[config.mk]
export PLATFORM = sky130hd
export DESIGN_NAME = burst_col_seq
export DESIGN_NICKNAME = d
export VERILOG_FILES = /design/src/rtl/burst_col_pkg.sv /design/src/rtl/burst_mode_reg.sv /design/src/rtl/burst_addr_gen.sv /design/src/rtl/burst_col_seq.sv
export SDC_FILE = /design/constraint.sdc
export NUM_CORES = 1
export LEC_CHECK = 0
export BUFFER_PORTS_ARGS = -buffer_cell sky130_fd_sc_hd__buf_2
export CORE_ASPECT_RATIO = 0.6
export CORE_UTILIZATION = 58
export DETAILED_ROUTE_END_ITERATION = 10
export GPL_TIMING_DRIVEN = 0
export HOLD_SLACK_MARGIN = 0.06
export PLACE_DENSITY_LB_ADDON = 0.08
export SLEW_MARGIN = 5
export SYNTH_ARGS = -nofsm -noshare
export SYNTH_HDL_FRONTEND = slang
export SYNTH_SLANG_ARGS = --single-unit
export TNS_END_PERCENT = 1
[constraint.sdc]
create_clock -name clk_i -period 4.25 [get_ports clk_i]
set_clock_uncertainty 0.15 [all_clocks]
set_input_delay 0 -clock clk_i [delete_from_list [all_inputs] [get_ports clk_i]]
set_output_delay 0 -clock clk_i [all_outputs]
set_load 0.005 [all_outputs]
[src/rtl/burst_col_pkg.sv]
package burst_col_pkg;
  typedef enum logic [2:0] {BL_1, BL_2, BL_4, BL_8, BL_FULL} blen_e;

  // mode word field positions
  localparam int BL_LSB = 0;
  localparam int ILV_BIT = 3;
  localparam int CL_LSB = 4;
  localparam int SWR_BIT = 9;

  function automatic logic [7:0] len_mask(blen_e len);
    case (len)
      BL_2:    len_mask = 8'h01;
      BL_4:    len_mask = 8'h03;
      BL_8:    len_mask = 8'h07;
      BL_FULL: len_mask = 8'hFF;
      default: len_mask = 8'h00;
    endcase
  endfunction
endpackage

[src/rtl/burst_mode_reg.sv]
module burst_mode_reg
  import burst_col_pkg::*;
#(
  parameter int MODE_W = 11,
  parameter logic [MODE_W-1:0] RESET_MODE = 11'h030
) (
  input  logic              clk_i,
  input  logic              rst_ni,
  input  logic              set_i,
  input  logic [MODE_W-1:0] word_i,
  input  logic              block_i,
  output blen_e             len_o,
  output logic              ilv_o,
  output logic [2:0]        cas_o,
  output logic              single_wr_o,
  output logic              err_o,
  output logic              ign_o
);
  logic [MODE_W-1:0] word_q;
  logic              ign_q;
  logic              bl_err;
  logic              cl_err;

  always_ff @(posedge clk_i or negedge rst_ni) begin
    if (!rst_ni) begin
      word_q <= RESET_MODE;
      ign_q  <= 1'b0;
    end else begin
      ign_q <= set_i & block_i;
      if (set_i && !block_i) word_q <= word_i;
    end
  end

  assign ilv_o       = word_q[ILV_BIT];
  assign cas_o       = word_q[CL_LSB +: 3];
  assign single_wr_o = word_q[SWR_BIT];
  assign ign_o       = ign_q;

  always_comb begin
    bl_err = 1'b0;
    case (word_q[BL_LSB +: 3])
      3'b000: len_o = BL_1;
      3'b001: len_o = BL_2;
      3'b010: len_o = BL_4;
      3'b011: len_o = BL_8;
      3'b111: begin
        len_o  = ilv_o ? BL_1 : BL_FULL;
        bl_err = ilv_o;
      end
      default: begin
        len_o  = BL_1;
        bl_err = 1'b1;
      end
    endcase
  end

  assign cl_err = (cas_o != 3'd2) && (cas_o != 3'd3);
  assign err_o  = bl_err | cl_err;

  p_mode_hold_r10: assert property (@(posedge clk_i) disable iff (!rst_ni)
    (set_i && block_i) |=> ($stable(cas_o) && $stable(single_wr_o) && $stable(len_o)));
  p_ign_pulse_r10: assert property (@(posedge clk_i) disable iff (!rst_ni)
    (set_i && block_i) |=> ign_o);
  p_mode_load_r8: assert property (@(posedge clk_i) disable iff (!rst_ni)
    (set_i && !block_i) |=> (cas_o == $past(word_i[CL_LSB +: 3])));
endmodule

[src/rtl/burst_addr_gen.sv]
module burst_addr_gen
  import burst_col_pkg::*;
#(
  parameter int COL_W = 8
) (
  input  logic             clk_i,
  input  logic             rst_ni,
  input  logic             start_i,
  input  logic             write_i,
  input  logic [COL_W-1:0] col_i,
  input  logic             stop_i,
  input  blen_e            len_i,
  input  logic             ilv_i,
  input  logic             single_wr_i,
  output logic [COL_W-1:0] col_o,
  output logic             last_o,
  output logic             busy_o
);
  logic             busy_q;
  logic             ilv_q;
  logic             full_q;
  logic [COL_W-1:0] base_q;
  logic [COL_W-1:0] beat_q;
  logic [COL_W-1:0] mask_q;
  logic [COL_W-1:0] low;
  blen_e            eff_len;
  logic [7:0]       eff_mask8;
  logic [COL_W-1:0] eff_mask;

  assign eff_len   = (write_i && single_wr_i) ? BL_1 : len_i;
  assign eff_mask8 = len_mask(eff_len);
  // full page covers the whole row regardless of width
  assign eff_mask  = (eff_len == BL_FULL) ? {COL_W{1'b1}} : COL_W'(eff_mask8);

  always_ff @(posedge clk_i or negedge rst_ni) begin
    if (!rst_ni) begin
      busy_q <= 1'b0;
      ilv_q  <= 1'b0;
      full_q <= 1'b0;
      base_q <= '0;
      beat_q <= '0;
      mask_q <= '0;
    end else if (start_i) begin
      busy_q <= 1'b1;
      ilv_q  <= ilv_i;
      full_q <= (eff_len == BL_FULL);
      base_q <= col_i;
      beat_q <= '0;
      mask_q <= eff_mask;
    end else if (busy_q) begin
      if (stop_i || last_o) busy_q <= 1'b0;
      else                  beat_q <= beat_q + 1'b1;
    end
  end

  assign low    = ilv_q ? (base_q ^ beat_q) : (base_q + beat_q);
  assign col_o  = (base_q & ~mask_q) | (low & mask_q);
  assign last_o = busy_q && !full_q && (beat_q == mask_q);
  assign busy_o = busy_q;

  p_start_col_r6: assert property (@(posedge clk_i) disable iff (!rst_ni)
    start_i |=> (busy_o && col_o == $past(col_i)));
  p_stop_r5: assert property (@(posedge clk_i) disable iff (!rst_ni)
    (busy_o && stop_i && !start_i) |=> !busy_o);
  p_last_end_r1: assert property (@(posedge clk_i) disable iff (!rst_ni)
    (last_o && !start_i) |=> !busy_o);
  p_full_run_r4: assert property (@(posedge clk_i) disable iff (!rst_ni)
    (busy_o && full_q && !stop_i && !start_i) |=> busy_o);
  p_upper_fixed_r2: assert property (@(posedge clk_i) disable iff (!rst_ni)
    (busy_o && !start_i && !stop_i && !last_o) |=>
      ((col_o & ~mask_q) == $past(col_o & ~mask_q)));
  p_single_wr_r7: assert property (@(posedge clk_i) disable iff (!rst_ni)
    (start_i && write_i && single_wr_i) |=> last_o);
endmodule

[src/rtl/burst_col_seq.sv]
module burst_col_seq
  import burst_col_pkg::*;
#(
  parameter int COL_W = 8,
  parameter int MODE_W = 11,
  parameter logic [MODE_W-1:0] RESET_MODE = 11'h030
) (
  input  logic              clk_i,
  input  logic              rst_ni,
  input  logic              mode_set_i,
  input  logic [MODE_W-1:0] mode_word_i,
  input  logic              start_i,
  input  logic              start_write_i,
  input  logic [COL_W-1:0]  start_col_i,
  input  logic              stop_i,
  output logic [COL_W-1:0]  col_o,
  output logic              busy_o,
  output logic              last_o,
  output logic [2:0]        cas_lat_o,
  output logic              single_write_o,
  output logic              mode_err_o,
  output logic              mode_ign_o
);
  blen_e len;
  logic  ilv;
  logic  busy;

  burst_mode_reg #(
    .MODE_W     (MODE_W),
    .RESET_MODE (RESET_MODE)
  ) u_mode (
    .clk_i       (clk_i),
    .rst_ni      (rst_ni),
    .set_i       (mode_set_i),
    .word_i      (mode_word_i),
    .block_i     (busy),
    .len_o       (len),
    .ilv_o       (ilv),
    .cas_o       (cas_lat_o),
    .single_wr_o (single_write_o),
    .err_o       (mode_err_o),
    .ign_o       (mode_ign_o)
  );

  burst_addr_gen #(
    .COL_W (COL_W)
  ) u_gen (
    .clk_i       (clk_i),
    .rst_ni      (rst_ni),
    .start_i     (start_i),
    .write_i     (start_write_i),
    .col_i       (start_col_i),
    .stop_i      (stop_i),
    .len_i       (len),
    .ilv_i       (ilv),
    .single_wr_i (single_write_o),
    .col_o       (col_o),
    .last_o      (last_o),
    .busy_o      (busy)
  );

  assign busy_o = busy;
endmodule

==> Yosys cells after proc, flatten, opt, wreduce, memory -nomap -nowiden <==
Index checks and enable logic that the tools add are counted.
{ "op_classes": {"eq_ne": 12, "n_bitwise": 7, "addsub": 2, "reduce_logical": 12, "muxes": 13} }
{ "ops": {"columns": ["op", "n"], "rows": [
  ["2-to-1 mux 8 bit", 5],
  ["AND 8 bit", 2],
  ["== test 3 x 2 -> 1 bit (second input constant)", 4],
  ["case mux 3 bit (4 select lines)", 1],
  ["case mux 3 bit (3 select lines)", 1],
  ["adder 8 x 1 -> 8 bit (second input constant)", 1],
  ["adder 8 bit", 1],
  ["== test 8 bit", 1],
  ["NOT 8 bit", 1],
  ["OR 8 bit", 1],
  ["bitwise XOR 8 bit", 1],
  ["== test 3 x 1 -> 1 bit (second input constant)", 2],
  ["== test 3 bit (second input constant)", 2],
  ["2-to-1 mux 3 bit", 2],
  ["inequality test 3 x 2 -> 1 bit (second input constant)", 2],
  ["logical AND 1 bit", 5],
  ["OR reduction 4 bit", 1],
  ["logical NOT 3 bit", 1],
  ["2-to-1 mux 1 bit", 3],
  ["logical NOT 1 bit", 2],
  ["inequality test 2 bit (second input constant)", 1],
  ["case mux 1 bit (2 select lines)", 1],
  ["AND reduction 2 bit", 1],
  ["nonzero test 2 bit", 1],
  ["other kinds (3)", 3]
]} }
{ "word_totals": {"regBits": 38, "in_bits": 25, "elab_cells": 54, "out_inout_bits": 16} }

==> Depth between registers and ports, before layout <==
Gate-level depths: netlist of run 1.
{ "depth": {"ltp_word": 7, "ltp_mapped": 8, "depth_no_buf": 8} }

==> Hierarchy <==
A second synthesis of run 1 with hierarchy kept.
{ "unflattened": {"hier_cells": 183, "hier_area_um2": 1899.3} }
{ "modules_own_cells": {"columns": ["mod", "instances", "area_each_um2", "cells_per_inst", "seq_area_each_um2"], "rows": [
  ["burst_addr_gen", 1, 1456.4, 153, 550.5],
  ["burst_mode_reg", 1, 442.9, 30, 227.7]
]} }

==> Worst setup path after synthesis of run 1 <==
OpenSTA, ideal clock, no wires.
{ "synth_path": {"path_kind": "register -> register", "from": "reg u_gen.beat_q[3]", "to": "reg u_gen.beat_q[4]", "path_stages_with_launch": 6, "period_less_slack_ns": 1.993, "required_ns": 3.973, "setup_ns": 0.127, "arrival_time_ns": 1.716, "slack_ns": 2.257, "n_path_buf": 0, "cell_sequence": "dfrtp_1 > or3b_1 > nor4_4 > a21oi_2 > nand4_1 > mux2_1"} }
{ "synth_between": {"elab_chain_cells": 5, "elab_cells_between_ends": 9, "cone_classes": "1 x add/sub; 2 x eq/ne; 3 x mux; 3 x reduce/logical"} }
{ "synth_lines": {"columns": ["element", "line_no", "source"], "rows": [
  ["start, declared", "burst_addr_gen.sv:23", "logic [COL_W-1:0] beat_q;"],
  ["start signal, assigned", "burst_addr_gen.sv:52", "else beat_q <= beat_q + 1'b1;"],
  ["parallel branches: the longest is 5 deep, another holds adder 8 x 1 -> 8 bit", null, null]
]} }
Several ways; the timed one is not identified. The select of a mux whose other input is x is not followed.
A chain may end at the register's enable or synchronous reset.

==> Final worst setup path of run 1 <==
{ "layout_path": {"from": "reg u_gen.beat_q[6]", "to": "out col_o[7]"} }
{ "layout_between": {"elab_chain_cells": 4} }
{ "layout_lines": {"columns": ["element", "line_no", "source"], "rows": [
  ["adder 8 bit", "burst_addr_gen.sv:56", "assign low = ilv_q ? (base_q ^ beat_q) : (base_q + beat_q);"],
  ["2-to-1 mux 8 bit", "burst_addr_gen.sv:56", null],
  ["AND 8 bit", "burst_addr_gen.sv:57", "assign col_o = (base_q & ~mask_q) | (low & mask_q);"],
  ["OR 8 bit", "burst_addr_gen.sv:57", null],
  ["end, declared", "burst_col_seq.sv:16", "output logic [COL_W-1:0] col_o,"]
]} }
No other way between the ends.

==> run summary, run 1 <==
Post-Syn Instances: 191
Switching share of power: 0.311
Async SR Flop Fraction: 1.00
CTS root buf: clkbuf_8
Setup WS pre-CTS: 2.07 ns
Worst Setup Start Kind: flop
Multi-input logic area: 1010 µm²
ANT cells: 0
Fin. max-slew vios: 0
Critical path endpoint category: output port
Total Routing Usage GR: 0.280
Most frequent cells in the layout: buf_2 (37), dfrtp_1 (29), dlygate4sd3_1 (20), nor2_1 (19), mux2_1 (16)
Cell Area, Synth: 1870 µm²
DRT antenna net count: 0
Drt total wl: 4280 µm
Post-synth net total: 225
Initial antenna violation count: 0
Total CTS buffers: 5
Vias/cell: 5.51
CTS tree: built
Final nets: 289
Mean routed wirelength per cell: 14.4 µm
Final core utilization: 0.819
Power per cell area: 402 nW/µm²
Final Cycle Share: 0.581
VDD IR-drop max: 0.000267 V
First-pass GRT wire length: 6910 µm
Largest net degree at the start of global routing: 32
CP required: 4.10 ns
Synth top area cells: dfrtp_1 (39%), mux2_1 (9.6%), ha_1 (5.3%), nor2_1 (3.8%), dfstp_2 (2.8%)
Clk_lat worst skew: 0.29 ns
Hold Crit Class: in2async
Maximum level of the CTS H-tree: 2
Gr ovfl total: 0
Final Wtd Congestion: 0.916
Unique masters post-synth: 42
Core area: 2970 µm²
Yosys top cell area share: 0.388
CTS Sinks: 31
Slew Limit Headroom: 0.543
CTS Buffer Depth: 2
CTS clk-pin slew, worst paths: 0.07 ns
Synthesis-to-finish area growth: 29.7%
Placed inst area: 2110 µm²
Die extent in x: 75.3 µm
Maxcap violations: 0
Area leader, netlist: dfrtp_1
RSZ-0062 raised after global routing: false
Final HPWL DP: 3010 µm
Leak: 1.10 nW
Post-CTS setup buffers: 0
R2R depth: 5
First-pass detailed-route iteration total: 4
Net switching power figure: 304 µW
TNS Setup: 0 ns
Top Ports: 41
Vias: 1643
Vias in the first global route: 1504
Hold Vio Cnt, Final: 0
Status: completed
# DRC: 0
Worst setup path class: reg2out
Final instance area: 2430 µm²
# setup viols final: 0
Fillers: 193
Buffers on Ports: 37
Int Pwr: 672 µW
Avg Inst Size Synth: 9.80 µm²
Fraction of layout cells with a size suffix above 1: 0.215
Register area: 778 µm²
Largest fanout on the critical path: 7
Placed Instances: 270
Post-synth EDFFs: 0
Combinational power share: 0.278
Crit path DAT: 2.32 ns
Seq pwr share: 0.411
Slew @ Worst Pin: 0.685 ns
Num rows: 15
Tmin final: 2.47 ns
Ys flop type: dfrtp_1
Initial core utilization: 0.631
Fin Hold WS: 0.139 ns
Final total power: 977 µW
Power share of the clock group: 0.311
#FFs+latches synth: 31
Die area: 3470 µm²
YS warnings: 0
Sequential area share after synthesis: 0.416
Vert. Die Dim: 46.0 µm
Final worst slack: 1.78 ns
Non-Filler Instances: 298
Peak Freq: 405 MHz
Most common cell after layout, fill and taps aside: buf_2
DRT iter0 DRCs: 106
[flip-flops by register name (all words and copies together) (netlist names)]
name           flops
u_gen.busy_o       1
u_gen.mask_q       4
u_mode.ign_o       1
u_gen.ilv_q        1
u_gen.base_q       8
u_gen.beat_q       8
u_mode.word_q      8
[critical path, cell delays in order (launching register included)]
cell and delay [ns]:
dfrtp_1 0.44, ha_1 0.40, a2111oi_0 0.39, o21ai_0 0.18, nand2_1 0.13, mux2i_1 0.22
xor2_1 0.15, buf_2 0.13
[area by class of cell]
| class | instances | area share |
|---|---|---|
| multi-input cells | 140 | 0.415 |
| clock buffers | 6 | 0.0340 |
| clock inverters | 2 | 0.0144 |
| flip-flops and latches | 31 | 0.321 |
| plain buffers | 9 | 0.0186 |
| inverters | 11 | 0.0170 |
| repair buffers | 57 | 0.159 |
| well taps | 42 | 0.0216 |
[synthesized netlist by cell type, drive strengths merged (3+ instances only)]
| cell type | instances |
|---|---|
| buf | 3 |
| nand4 | 4 |
| dfrtp | 29 |
| and2 | 3 |
| a21oi | 10 |
| o21ai | 15 |
| nor2b | 5 |
| xnor2 | 6 |
| a211oi | 3 |
| nor4 | 3 |
| nor2 | 19 |
| ha | 8 |
| nand2 | 11 |
| nand2b | 3 |
| clkbuf | 6 |
| mux2 | 18 |
| nand3 | 4 |
| nand3b | 3 |
| inv | 11 |
| xor2 | 4 |
[path summary, 6_finish.rpt]
kind                                                  start                      endpoint  slack (ns)
worst min register to register  u_gen.base_q[7]$_DFFE_PN0P_   u_gen.base_q[7]$_DFFE_PN0P_        0.38
max in group asynchronous                            rst_ni  u_mode.word_q[0]$_DFFE_PN0P_        3.37
worst min-delay path                                 rst_ni   u_gen.base_q[3]$_DFFE_PN0P_        0.14
min in group clk_i                                   stop_i   u_gen.beat_q[3]$_DFFE_PN0P_        0.14
worst max register to register  u_gen.beat_q[3]$_DFFE_PN0P_   u_gen.beat_q[4]$_DFFE_PN0P_        2.01
worst max-delay path            u_gen.beat_q[6]$_DFFE_PN0P_                      col_o[7]        1.78
[layer usage]
layer  track usage  share of wire
met1         0.386           0.50
met2         0.432           0.42
met3        0.0686          0.061
met4         0.100          0.013
met5             0              0
[power groups by stage]
stage	sequential, mW	clock (mW)	combinational (mW)
finish	0.402	0.304	0.271
global route	0.407	0.312	0.305
global placement	0.399	0	0.244
detailed placement	0.403	0	0.255
CTS	0.399	0.306	0.271
floorplan	0.388	0	0.175
[repair_timing]
action                                 CTS  global route
hold buffers                            20             0
resized for setup                        0             0
endpoints found under the hold margin   53             0
[logic make-up (layout without fill, tap and decap cells)]
logic type                 count (synthesis)  after routing  share of synthesized area
xor gates and xnor gates                  10             10                     0.0468
DFF                                       31             31                      0.416
muxes                                     20             20                      0.121
adders and majority gates                  9              9                     0.0642
AOI/OAI and AO/OA                         39             39                      0.130
buffers and inverters                     20             85                     0.0461
and+or+nand+nor                           62             62                      0.176
Power figures use the tool's default switching activity.
==> inputs of run 2 (changes only) <==
- CORE_UTILIZATION: 58 -> 49
- clock period: 4.25 -> 2.1 ns (I/O delays scaled with it)
==> run 2 against run 1 <==
The run now ends with negative setup slack left. Highest routed layer unchanged. Register-to-register slack worse by 2.1 ns. Via count increased by 3.8%. Combinational power rose by 140%. Total power up 110%. Flip-flop and latch count unchanged. Critical endpoint unchanged.
==> run summary, run 2 (synthesis results as in run 1) <==
Num rows: 16
Initial core utilization: 0.544
Final Cycle Share: 1.08
Most common cell after layout, fill and taps aside: buf_2
Gr ovfl total: 0
Top Ports: 41
Total CTS buffers: 5
ANT cells: 0
Core area: 3440 µm²
Total Routing Usage GR: 0.273
Maximum level of the CTS H-tree: 2
Multi-input logic area: 1190 µm²
FF-to-FF Start: u_gen.beat_q[3]$_DFFE_PN0P_
Final nets: 297
Hold Crit Class: in2async
Placed inst area: 2110 µm²
CTS tree: built
Vias in the first global route: 1713
Register area: 787 µm²
Critical Path, Cell by Cell: ha_4, a211oi_2, o21ai_1, nand2_1, mux2i_1, xor2_1, buf_2
Die area: 4080 µm²
Final instance area: 2690 µm²
Final worst slack: -0.159 ns
Slew Limit Headroom: 0.524
Status: finished with violations
Buffers on Ports: 37
Fin. max-slew vios: 0
CP required: 1.95 ns
Vert. Die Dim: 49.9 µm
# DRC: 0
Switching share of power: 0.313
Largest net degree at the start of global routing: 32
First-pass GRT wire length: 8140 µm
Peak Freq: 443 MHz
Crit path DAT: 2.11 ns
Mean routed wirelength per cell: 16.1 µm
CTS clk-pin slew, worst paths: 0.07 ns
Power share of the clock group: 0.293
# setup viols final: 5
Crit path buf inv count: 1
RSZ-0062 raised after global routing: true
Top flop regs: u_gen.base_q (8), u_gen.beat_q (8), u_mode.word_q (8)
Worst setup path class: reg2out
Final Wtd Congestion: 0.910
Slew @ Worst Pin: 0.715 ns
Power per cell area: 773 nW/µm²
CTS Sinks: 31
DRT antenna net count: 0
Placed Instances: 273
CTS root buf: clkbuf_8
R2R Path End: u_gen.beat_q[4]$_DFFE_PN0P_
Tmin final: 2.26 ns
Largest stage delay, worst path: 0.48 ns
R2R depth: 5
Most frequent cells in the layout: buf_2 (37), dfrtp_1 (22), dlygate4sd3_1 (20), nor2_1 (18), mux2_1 (15)
Maxcap violations: 0
CTS Buffer Depth: 2
Critical path endpoint category: output port
Vias/cell: 5.52
Fillers: 236
Initial antenna violation count: 0
VDD IR-drop max: 0.000621 V
Drt total wl: 4960 µm
Clk_lat worst skew: 0.28 ns
Synthesis-to-finish area growth: 43.4%
Fraction of layout cells with a size suffix above 1: 0.341
Worst Setup SP: u_gen.beat_q[1]$_DFFE_PN0P_
First-pass detailed-route iteration total: 4
Slowest CP cell: dfrtp_2
Non-Filler Instances: 309
Seq pwr share: 0.392
Net switching power figure: 649 µW
Die extent in x: 81.8 µm
Worst Setup Start Kind: flop
Largest fanout on the critical path: 6
Reg2Reg Setup Slack: -0.05 ns
Critical path's top delay family: flip-flops
Hold Vio Cnt, Final: 0
Final HPWL DP: 3230 µm
DRT iter0 DRCs: 157
Vias: 1705
Failing checks: negative setup slack
Leak: 1.14 nW
Int Pwr: 1.43 mW
Combinational power share: 0.315
## run 2: power groups by stage
stage	clock network, mW	registers [mW]	logic (mW)
global placement	0	0.809	0.496
finish	0.609	0.813	0.653
global route	0.651	0.830	0.723
floorplan	0	0.786	0.354
detailed placement	0	0.816	0.522
CTS	0.615	0.809	0.620
## run 2: how the worst max path moves through the flow
stage	slack (ns)	cells past startpoint	to
6_report	-0.16	7	col_o[7]
5_1_grt	-0.29	7	col_o[7]
4_1_cts	-0.12	7	col_o[7]
3_5_place_dp	-0.15	5	u_gen.beat_q[4]$_DFFE_PN0P_
3_3_place_gp	-0.09	5	u_gen.beat_q[4]$_DFFE_PN0P_
2_1_floorplan	0.11	5	u_gen.beat_q[4]$_DFFE_PN0P_
## run 2: per-stage QoR
step	utilization	power (mW)	setup slack, ns	hold WS [ns]	TNS, ns
after floorplan	-	1.14	0.107	-0.446	0
after global placement	0.614	1.30	-0.0872	-0.0797	-0.185
after detailed placement	0.614	1.34	-0.146	-0.0603	-0.383
after CTS	0.762	2.04	-0.123	0.154	-0.232
after global routing	0.780	2.20	-0.291	0.205	-0.916
final	0.780	2.07	-0.159	0.156	-0.403
## run 2: final cells by class
cell class,instances,area share
Tap cell,45,0.0210
Clock buffer,6,0.0308
Buffer,9,0.0168
Multi-Input combinational cell,140,0.443
Inverter,11,0.0154
Timing Repair Buffer,65,0.167
Sequential cell,31,0.293
Clock inverter,2,0.0130
## run 2: routing by layer
layer  vias to the layer above  GRT usage  wire length [µm]
li1                        815          -                 -
met1                       817      0.377              2210
met5                         -          0                 0
met2                        64      0.423              2360
met3                         9     0.0611               331
met4                         0     0.0877                70
## run 2: worst register-to-register path: cells and delay by family (launching register included)
family	cells	cell delay (ns)
flip-flops	1	0.50
multiplexers	1	0.33
AND/OR/NAND/NOR	3	0.89
AO/OA/AOI/OAI	1	0.17
## run 2: what timing repair did
item	4_1_cts	5_1_grt
hold endpoints to repair	53	0
hold buffers	20	0
gates cloned	0	0
pin swaps	8	4
resized for setup	30	9
setup endpoints to repair	9	8
setup buffers	6	2
==> inputs of run 3 (changes only) <==
==> constraint.sdc (replaced) <==
create_clock -name clk_i -period 2.1 [get_ports clk_i]
set_clock_uncertainty 0.15 [all_clocks]
set_input_delay 0.63 -clock clk_i [delete_from_list [all_inputs] [get_ports clk_i]]
set_output_delay 0.63 -clock clk_i [all_outputs]
set_load 0.005 [all_outputs]
==> run 3 against run 2 <==
The run still ends with negative setup slack left. Register-to-register slack got worse by 0.07 ns. Count of clock-buffer cells in the layout increased by 1. Sequential share of layout area increased by 3.4 points. Clock power decreased by 26%. Global-route usage decreased by 0.68 points. Setup slack got worse by 0.56 ns. Hold slack improved by 0.089 ns. Critical path type unchanged. Largest cell class unchanged.
==> run summary, run 3 (synthesis results as in run 1) <==
Status: finished with violations
Failing checks: negative setup slack
Largest net degree at the start of global routing: 32
Largest fanout on the critical path: 3
Placed inst area: 2150 µm²
Slew Limit Headroom: 0.524
DRT antenna net count: 0
Final Cycle Share: 1.34
Final Wtd Congestion: 0.906
Power per cell area: 772 nW/µm²
Die extent in x: 81.8 µm
Final nets: 279
Initial core utilization: 0.544
CP required: 1.32 ns
CTS root buf: clkbuf_8
Total Routing Usage GR: 0.267
CTS Sinks: 31
Hold Vio Cnt, Final: 0
CTS Buffer Depth: 2
Grt met2 use: 0.406
Worst Setup Start Kind: flop
# setup viols final: 12
Vert. Die Dim: 49.9 µm
Die area: 4080 µm²
Final instance area: 2410 µm²
CTS tree: built
Most common cell after layout, fill and taps aside: buf_2
# DRC: 0
Top flop regs: u_gen.base_q (8), u_gen.beat_q (8), u_mode.word_q (8)
Final HPWL DP: 3130 µm
Vias/cell: 5.62
Final total power: 1.86 mW
Total CTS buffers: 5
Worst setup path class: reg2out
RSZ-0062 raised after global routing: true
Top Ports: 41
Slew @ Worst Pin: 0.714 ns
Vias in the first global route: 1601
Gr ovfl total: 0
Drt total wl: 4700 µm
Synthesis-to-finish area growth: 28.7%
VDD IR-drop max: 0.000488 V
First-pass detailed-route iteration total: 5
Final worst slack: -0.723 ns
Fraction of layout cells with a size suffix above 1: 0.337
DRT iter0 DRCs: 96
Maximum level of the CTS H-tree: 2
Most frequent cells in the layout: buf_2 (37), dfrtp_1 (22), nor2_1 (19), mux2_1 (16), o21ai_1 (13)
Mean routed wirelength per cell: 16.1 µm
Critical path endpoint category: output port
First-pass GRT wire length: 7760 µm
Buffers on Ports: 37
Num rows: 16
ANT cells: 0
Peak Freq: 354 MHz
Hold Crit Class: in2async
Crit path DAT: 2.04 ns
GRT busiest layer: met2
Initial antenna violation count: 0
CTS Hold Bufs: 0
Setup WS pre-CTS: -0.570 ns
Tmin final: 2.82 ns
Maxcap violations: 0
Vias: 1634
Clk_lat worst skew: 0.28 ns
CTS clk-pin slew, worst paths: 0.06 ns
Leak: 1.04 nW
Met1 Use GR: 0.361
Core area: 3440 µm²
GRT met3 Usage: 0.0815
Fin. max-slew vios: 0
[run 3: cell types whose count changed in the layout (fill, tap and decap cells not counted), sizes merged]
| cell | previous run | this run |
|---|---|---|
| dlygate4sd3 | 20 | 0 |
| buf | 48 | 50 |
| bufinv | 1 | 0 |
| clkbuf | 12 | 13 |
[run 3: path summary, 6_finish.rpt]
| check | start | to | slack, ns | cells past startpoint |
|---|---|---|---|---|
| setup / recovery | u_gen.beat_q[0]$_DFFE_PN0P_ | col_o[6] | -0.72 | 9 |
| hold / removal | rst_ni | u_gen.base_q[4]$_DFFE_PN0P_ | 0.24 | 1 |
| setup reg to reg | u_gen.beat_q[5]$_DFFE_PN0P_ | u_gen.beat_q[4]$_DFFE_PN0P_ | -0.12 | 6 |
| hold reg to reg | u_mode.word_q[9]$_DFFE_PN0P_ | u_mode.word_q[9]$_DFFE_PN0P_ | 0.37 | 1 |
| max in group asynchronous | rst_ni | u_gen.beat_q[3]$_DFFE_PN0P_ | 1.05 | 1 |
| min in group clk_i | u_mode.word_q[9]$_DFFE_PN0P_ | u_mode.word_q[9]$_DFFE_PN0P_ | 0.37 | 1 |
[run 3: area by class of cell]
class                      instances  area (µm²)
buffer                             9        45.0
clock buffer                       7        76.3
clock inverter                     1        5.00
fill                             282        1030
inverter                          11        41.3
multi-input combinational        140        1130
sequential                        31         787
tap                               45        56.3
timing repair buffer              47         264
[run 3: stage by stage]
step / instances / setup TNS (ns) / utilization / hold slack, ns
finish: 291 / -4.99 / 0.699 / 0.245
global route: 291 / -5.88 / 0.699 / 0.298
CTS: 290 / -4.75 / 0.694 / 0.262
detailed placement: 273 / -3.55 / 0.624 / 0.353
global placement: 273 / -3.11 / 0.624 / 0.335
floorplan: 191 / -1.10 / - / 0.184
[run 3: layer usage]
layer  vias to the layer above  wire (µm)  share of wire
li1                        782          -              -
met1                       786       2240           0.48
met2                        57       2070           0.44
met3                         9        308          0.066
met4                         0         81          0.017
met5                         -          0              0
[run 3: critical path: stages, from the launching register on]
cell and delay [ns]:
dfrtp_2 0.41, ha_4 0.16, inv_2 0.04, fa_2 0.35, nor2b_2 0.16, o21ai_1 0.09
a21oi_1 0.20, o211ai_1 0.12, nand3b_1 0.12, buf_2 0.11
[run 3: timing repair]
action | 4_1_cts | 5_1_grt
gates resized for setup | 19 | 4
buffers inserted | 9 | 1
pin swaps | 12 | 1
endpoints found under the setup margin | 12 | 13
[run 3: power breakdown]
group | internal, mW | switching, mW | total [mW] | leakage [nW]
clock | 0.232 | 0.219 | 0.451 | 0.0422
combinational | 0.299 | 0.294 | 0.593 | 0.623
sequential | 0.703 | 0.111 | 0.815 | 0.374
